<file path="src/rtl/irq_ctrl_pkg.sv">
package irq_ctrl_pkg;
   localparam int unsigned BYTE_W     = 8;
   localparam int unsigned ADDR_W     = 3;
   localparam int unsigned NUM_PINS   = 4;
   localparam int unsigned NUM_PERIPH = 11;
   localparam int unsigned NUM_SRC    = 15;

   typedef enum logic [ADDR_W-1:0] {
      A_POL  = 3'd0,
      A_REQA = 3'd1,
      A_REQB = 3'd2,
      A_ENA  = 3'd3,
      A_ENB  = 3'd4
   } reg_addr_e;
endpackage

</file>
<file path="src/rtl/irq_pin_edge.sv">
module irq_pin_edge #(
   parameter int unsigned SYNC_STAGES = 2
) (
   input  logic clk,
   input  logic rst_n,
   input  logic pin_i,
   input  logic pol_i,
   output logic evt_o
);
   generate
      if (SYNC_STAGES < 2) begin : g_bad_sync
         $error("irq_pin_edge: SYNC_STAGES must be at least 2");
      end
   endgenerate

   logic [SYNC_STAGES-1:0] sync_q;
   logic                   lvl;
   logic                   lvl_q;

   always_ff @(posedge clk or negedge rst_n) begin
      if (!rst_n) sync_q <= '0;
      else        sync_q <= {sync_q[SYNC_STAGES-2:0], pin_i};
   end

   // qualified level: 1 means "pin at its active side"
   assign lvl = pol_i ? sync_q[SYNC_STAGES-1] : ~sync_q[SYNC_STAGES-1];

   // reset value matches a low pin with falling polarity, so no event at start
   always_ff @(posedge clk or negedge rst_n) begin
      if (!rst_n) lvl_q <= 1'b1;
      else        lvl_q <= lvl;
   end

   assign evt_o = lvl & ~lvl_q;


   evt_needs_prior_inactive_chk : assert property (@(posedge clk) disable iff (!rst_n)
      evt_o |=> !evt_o || $changed(lvl_q) || !$past(evt_o));
endmodule

</file>
<file path="src/rtl/irq_req_bank.sv">
module irq_req_bank #(
   parameter int unsigned        WIDTH     = 8,
   parameter logic [WIDTH-1:0]   USED_MASK = '1
) (
   input  logic             clk,
   input  logic             rst_n,
   input  logic [WIDTH-1:0] set_i,
   input  logic             req_wr_i,
   input  logic             en_wr_i,
   input  logic [WIDTH-1:0] wdata_i,
   output logic [WIDTH-1:0] req_o,
   output logic [WIDTH-1:0] en_o
);
   generate
      if (WIDTH < 1) begin : g_bad_width
         $error("irq_req_bank: WIDTH must be positive");
      end
   endgenerate

   logic [WIDTH-1:0] req_q, en_q;
   logic [WIDTH-1:0] req_keep;

   // software can only clear; events win over a same-cycle clear
   assign req_keep = req_wr_i ? (req_q & wdata_i) : req_q;

   always_ff @(posedge clk or negedge rst_n) begin
      if (!rst_n) begin
         req_q <= '0;
         en_q  <= '0;
      end else begin
         req_q <= (req_keep | set_i) & USED_MASK;
         if (en_wr_i) en_q <= wdata_i & USED_MASK;
      end
   end

   assign req_o = req_q;
   assign en_o  = en_q;


   evt_latch_chk : assert property (@(posedge clk) disable iff (!rst_n)
      (|(set_i & USED_MASK)) |=> ((req_o & $past(set_i & USED_MASK)) == $past(set_i & USED_MASK)));

   sticky_req_chk : assert property (@(posedge clk) disable iff (!rst_n)
      !req_wr_i |=> ((req_o & $past(req_o)) == $past(req_o)));

   no_sw_set_chk : assert property (@(posedge clk) disable iff (!rst_n)
      (set_i == '0) |=> ((req_o & ~$past(req_o)) == '0));

   unused_bits_chk : assert property (@(posedge clk) disable iff (!rst_n)
      ((req_o | en_o) & ~USED_MASK) == '0);
endmodule

</file>
<file path="src/rtl/irq_edge_ctrl.sv">
module irq_edge_ctrl
   import irq_ctrl_pkg::*;
#(
   parameter int unsigned SYNC_STAGES = 2
) (
   input  logic                  clk,
   input  logic                  rst_n,
   input  logic [NUM_PINS-1:0]   ext_pin_i,
   input  logic [NUM_PERIPH-1:0] periph_evt_i,
   input  logic                  global_dis_i,
   input  logic                  wr_en_i,
   input  logic [ADDR_W-1:0]     addr_i,
   input  logic [BYTE_W-1:0]     wdata_i,
   output logic [BYTE_W-1:0]     rdata_o,
   output logic [NUM_SRC-1:0]    pending_o,
   output logic                  irq_o
);
   localparam logic [BYTE_W-1:0] MASK_A = 8'hFF;
   localparam logic [BYTE_W-1:0] MASK_B = 8'h7F;

   generate
      if (NUM_PINS != 4 || NUM_PERIPH != 11 || NUM_SRC != 15) begin : g_bad_map
         $error("irq_edge_ctrl: source map is built for 4 pins and 11 peripherals");
      end
   endgenerate

   logic [NUM_PINS-1:0] pol_q;
   logic [NUM_PINS-1:0] pin_evt;
   logic [BYTE_W-1:0]   set_a, set_b;
   logic [BYTE_W-1:0]   req_a, req_b, en_a, en_b;
   logic                wr_pol, wr_req_a, wr_req_b, wr_en_a, wr_en_b;

   assign wr_pol   = wr_en_i && (addr_i == A_POL);
   assign wr_req_a = wr_en_i && (addr_i == A_REQA);
   assign wr_req_b = wr_en_i && (addr_i == A_REQB);
   assign wr_en_a  = wr_en_i && (addr_i == A_ENA);
   assign wr_en_b  = wr_en_i && (addr_i == A_ENB);

   always_ff @(posedge clk or negedge rst_n) begin
      if (!rst_n)      pol_q <= '0;
      else if (wr_pol) pol_q <= wdata_i[NUM_PINS-1:0];
   end

   genvar gp;
   generate
      for (gp = 0; gp < NUM_PINS; gp++) begin : g_pin
         irq_pin_edge #(.SYNC_STAGES(SYNC_STAGES)) u_edge (
            .clk   (clk),
            .rst_n (rst_n),
            .pin_i (ext_pin_i[gp]),
            .pol_i (pol_q[gp]),
            .evt_o (pin_evt[gp])
         );
      end
   endgenerate

   // source placement; pins 2,3 sit between peripheral groups in bank B
   assign set_a = {periph_evt_i[5:0], pin_evt[1:0]};
   assign set_b = {1'b0, periph_evt_i[10:9], pin_evt[3:2], periph_evt_i[8:6]};

   irq_req_bank #(.WIDTH(BYTE_W), .USED_MASK(MASK_A)) u_bank_a (
      .clk      (clk),
      .rst_n    (rst_n),
      .set_i    (set_a),
      .req_wr_i (wr_req_a),
      .en_wr_i  (wr_en_a),
      .wdata_i  (wdata_i),
      .req_o    (req_a),
      .en_o     (en_a)
   );

   irq_req_bank #(.WIDTH(BYTE_W), .USED_MASK(MASK_B)) u_bank_b (
      .clk      (clk),
      .rst_n    (rst_n),
      .set_i    (set_b),
      .req_wr_i (wr_req_b),
      .en_wr_i  (wr_en_b),
      .wdata_i  (wdata_i),
      .req_o    (req_b),
      .en_o     (en_b)
   );

   always_comb begin
      rdata_o = '0;
      case (addr_i)
         A_POL:   rdata_o[NUM_PINS-1:0] = pol_q;
         A_REQA:  rdata_o = req_a;
         A_REQB:  rdata_o = req_b;
         A_ENA:   rdata_o = en_a;
         A_ENB:   rdata_o = en_b;
         default: rdata_o = '0;
      endcase
   end

   assign pending_o = {req_b[6:0] & en_b[6:0], req_a & en_a};
   assign irq_o     = (|pending_o) & ~global_dis_i;


   irq_gated_chk : assert property (@(posedge clk) disable iff (!rst_n)
      irq_o |-> !global_dis_i);

   pending_needs_req_chk : assert property (@(posedge clk) disable iff (!rst_n)
      ((pending_o & ~{req_b[6:0], req_a}) == '0));

   pol_hold_chk : assert property (@(posedge clk) disable iff (!rst_n)
      !wr_pol |=> $stable(pol_q));
endmodule

</file>
<file path="config.mk">
export PLATFORM = sky130hd
export DESIGN_NAME = irq_edge_ctrl
export DESIGN_NICKNAME = d
export VERILOG_FILES = /design/src/rtl/irq_ctrl_pkg.sv /design/src/rtl/irq_pin_edge.sv /design/src/rtl/irq_req_bank.sv /design/src/rtl/irq_edge_ctrl.sv
export SDC_FILE = /design/constraint.sdc
export NUM_CORES = 1
export LEC_CHECK = 0
export ABC_AREA = 1
export BUFFER_PORTS_ARGS = -buffer_cell sky130_fd_sc_hd__buf_2
export CAP_MARGIN = 5
export CORE_MARGIN = 10
export CORE_UTILIZATION = 57
export DETAILED_ROUTE_END_ITERATION = 8
export PLACE_DENSITY = 0.84
export REMOVE_ABC_BUFFERS = 1
export SETUP_SLACK_MARGIN = 0.3
export SLEW_MARGIN = 15
export SYNTH_ARGS = -nofsm -noshare
export SYNTH_HDL_FRONTEND = slang
export SYNTH_SLANG_ARGS = --single-unit
</file>
<file path="constraint.sdc">
create_clock -name clk -period 1.6 [get_ports clk]
set_input_delay 0.24 -clock clk [delete_from_list [all_inputs] [get_ports clk]]
set_output_delay 0.24 -clock clk [all_outputs]
set_load 0.02 [all_outputs]
</file>
==> impl_results.md <==
- R2R depth: 4
- Worst hold slack: 0.0352 ns
- Commonest non-fill, non-tap cell in the layout: nand2_1
- Clk Latency, worst-skew pair: 0.30 ns
- Largest net degree at the start of global routing: 47
- Worst setup EP type: primary output
- Crit-path max cell delay: between 0.4 and 0.5 ns
- Nets: 419
- Vias/cell: 5.39
- Logic pwr share: 0.334
- Die area: just under 7000 µm²
- Peak VDD IR: 967 µV
- Routability congestion estimate from global placement: 0.886
- Final setup viols: 0
- Worst Hold Class: input pin to flip-flop
- Flop2flop setup slack: between 0.5 and 0.6 ns
- Die width: 82.4 µm
- Total I/O pin count: 54
- DRC: 0
- WL/cell: 16.6 µm
- Net switching power: around 1.1 mW
- Core Footprint: 3720 µm²
- Synth Instances: 290
- Finished Layout Cells: ~440
- Area Overhead vs Synth: 45.2%
- Dpl hpwl: 4110 µm
- Seq/Total Area, Yosys: 0.521
- # diodes: 0
- Final Hold Vio Count: 0
- Initial antenna violation count: 0
- Final Max Slew Viols: 0
- Initial core utilization: 0.597
- Clock Path Buffers: 2
- Maxcap violations: 0
- Total GRT Usage: 0.190
- Vias post-DR: 2362
- Min-delay src: ext_pin_i[0]
- Cell Pwr Density: 1000 nW/µm²
- Total grt overflow: 0
- CP required: ~1.4 ns
- Initial DRC Count: between 200 and 250
- Critical R2R Launch: pol_q[2]$_DFFE_PN0P_
- Clock slew at the register clock pins of the worst setup and hold paths: approximately 0.080 ns
- Post-synth cell types: 18
- Mapped Area: roughly 2200 µm²
- Number of I/O port buffers: 53
- Slowest cell on crit path: dfrtp_1
- Seq cells post-synth: 46
- Arr. time, crit path: 1.35 ns
- Die Y: 82.4 µm
- Clock Power Share: 0.222
- Number of global-route vias before repair: ~2.2k
- Period utilization: 0.993
- RSZ-0062 raised after global routing: true
- Yosys warns: 0
- Routed wire length: between 7000 and 8000 µm
- Min cycle time layout: between 1.5 and 2 ns
- Cell chain of the critical path: nand2_2 > nand2_2 > nor2_4 > nand2_1 > nor2_1 > nor2_1 > buf_4
- Relative slew margins: 0.797
- Switching share of power: 0.336
- Num Clock Sinks: 46
- Worst setup path category: flip-flop to primary output
- Static Leakage: 1.82 nW
- Max frequency: 629 MHz
- First-pass GRT wire length: between 9000 and 10000 µm
- Critical Path Source Type: flip-flop
- Flop pwr share: 0.444
- Commonest cells after routing, fill and taps aside: nand2_1, inv_1, dfrtp_1, buf_2, buf_4
- CTS buffer count: 5
- Share of layout cells above drive strength 1: 0.421
- Hold endpoint: g_pin[0].u_edge.sync_q[0]$_DFF_PN0_
- Final ANT Viol Nets: 0
- Root Buffer: clkbuf_8
- Worst slew pin tran: 0.304 ns
- Crit-path max FO: 2
- Run status: completed
- Synthesized area per cell: 7.65 µm²
- Pint: 2.14 mW
- First-pass DRT Iterations: 5
- Rows: 22
- Cell total after placement: 398
- Reg-to-reg endpoint: u_bank_b.req_o[3]$_DFF_PN0_
- Hold-critical path depth: 1
- Htree depth: 2
- Worst Clk Skew: 0.00888 ns
- CTS tree: done
- Number of fill cells: approximately 180
synthesized netlist by cell type:
library cell	number	share of area
nand4_1	3	0.0085
nand2_1	131	0.22
nand2_4	1	0.0051
o21ai_2	8	0.032
nand2_2	3	0.0085
nand3_1	6	0.014
nor3_1	1	0.0023
nor3_4	2	0.015
dfstp_2	4	0.047
dfrtp_1	42	0.47
inv_1	49	0.083
buf_6	2	0.010
nor2_1	17	0.029
or2_2	2	0.0056
nor2_2	1	0.0028
inv_2	3	0.0051
xnor2_1	2	0.0079
o21ai_0	13	0.029
power groups by stage:
stage	Clock, mW	Sequential (mW)	Combinational [mW]
2_1_floorplan	0	1.41	0.460
3_3_place_gp	0	1.43	0.701
3_5_place_dp	0	1.43	0.717
6_report	0.716	1.43	1.07
4_1_cts	0.729	1.40	0.848
5_1_grt	0.771	1.44	1.17
timing repair:
| item | in CTS | in global routing |
|---|---|---|
| buffers inserted | 18 | 13 |
| hold endpoints to repair | 42 | 0 |
| hold buffers | 1 | 0 |
| setup endpoints to repair | 9 | 14 |
| pin swaps | 10 | 31 |
| resized for setup | 24 | 67 |
cell families after synthesis:
logic type                count (synthesis)  synth area share
DFF                                      46             0.521
AOI/OAI and AO/OA                        21            0.0609
buffers and inverters                    54            0.0982
and+or+nand+nor                         167             0.312
xor gates and xnor gates                  2           0.00790
worst max-delay path, delay by kind of cell (launching register included):
kind	cells	cell delay (ns)
AND/OR/NAND/NOR	6	0.48
flip-flops	1	0.42
buffers and inverters	1	0.15
registers in the layout, summed over array words and instances (netlist names):
name                 flops
pol_q                    4
u_bank_a.req_o           8
u_bank_b.en_o            7
g_pin.u_edge.sync_q      8
u_bank_a.en_o            8
g_pin.u_edge.lvl_q       4
u_bank_b.req_o           7
area by class of cell:
cell class	count	area [µm²]	area share
tap	48	60.1	0.0187
clock buffer	7	86.3	0.0268
sequential	46	1160	0.359
clock inverter	1	5.00	0.00155
inverter	52	203	0.0630
multi-input combinational	190	947	0.294
timing repair buffer	94	762	0.237
per-stage QoR:
step,power (mW),setup slack [ns],instance area (µm²),TNS (ns),util
2_1_floorplan,1.87,0.370,2190,0,-
3_3_place_gp,2.13,0.135,2630,0,0.706
3_5_place_dp,2.15,0.0804,2630,0,0.706
4_1_cts,2.98,0.0180,2930,0,0.789
5_1_grt,3.37,-0.108,3220,-0.113,0.866
6_report,3.22,0.0106,3220,0,0.866
routing by layer:
| metal | wire, µm | vias up | global-route usage |
|---|---|---|---|
| li1 | - | 1065 | - |
| met4 | 225 | 0 | 0.0714 |
| met2 | 3630 | 145 | 0.328 |
| met1 | 2730 | 1122 | 0.212 |
| met3 | 676 | 30 | 0.0648 |
| met5 | 0 | - | 0 |
worst max-delay path by stage:
| stage | start | end | slack [ns] |
|---|---|---|---|
| after floorplan | u_bank_b.en_o[6]$_DFFE_PN0P_ | irq_o | 0.37 |
| after global placement | addr_i[2] | rdata_o[2] | 0.13 |
| after detailed placement | addr_i[2] | rdata_o[1] | 0.08 |
| after CTS | u_bank_a.en_o[2]$_DFFE_PN0P_ | irq_o | 0.02 |
| after global routing | u_bank_a.en_o[3]$_DFFE_PN0P_ | irq_o | -0.11 |
| final | u_bank_b.en_o[2]$_DFFE_PN0P_ | irq_o | 0.01 |
Note: power is estimated with default switching activity, not from simulation.
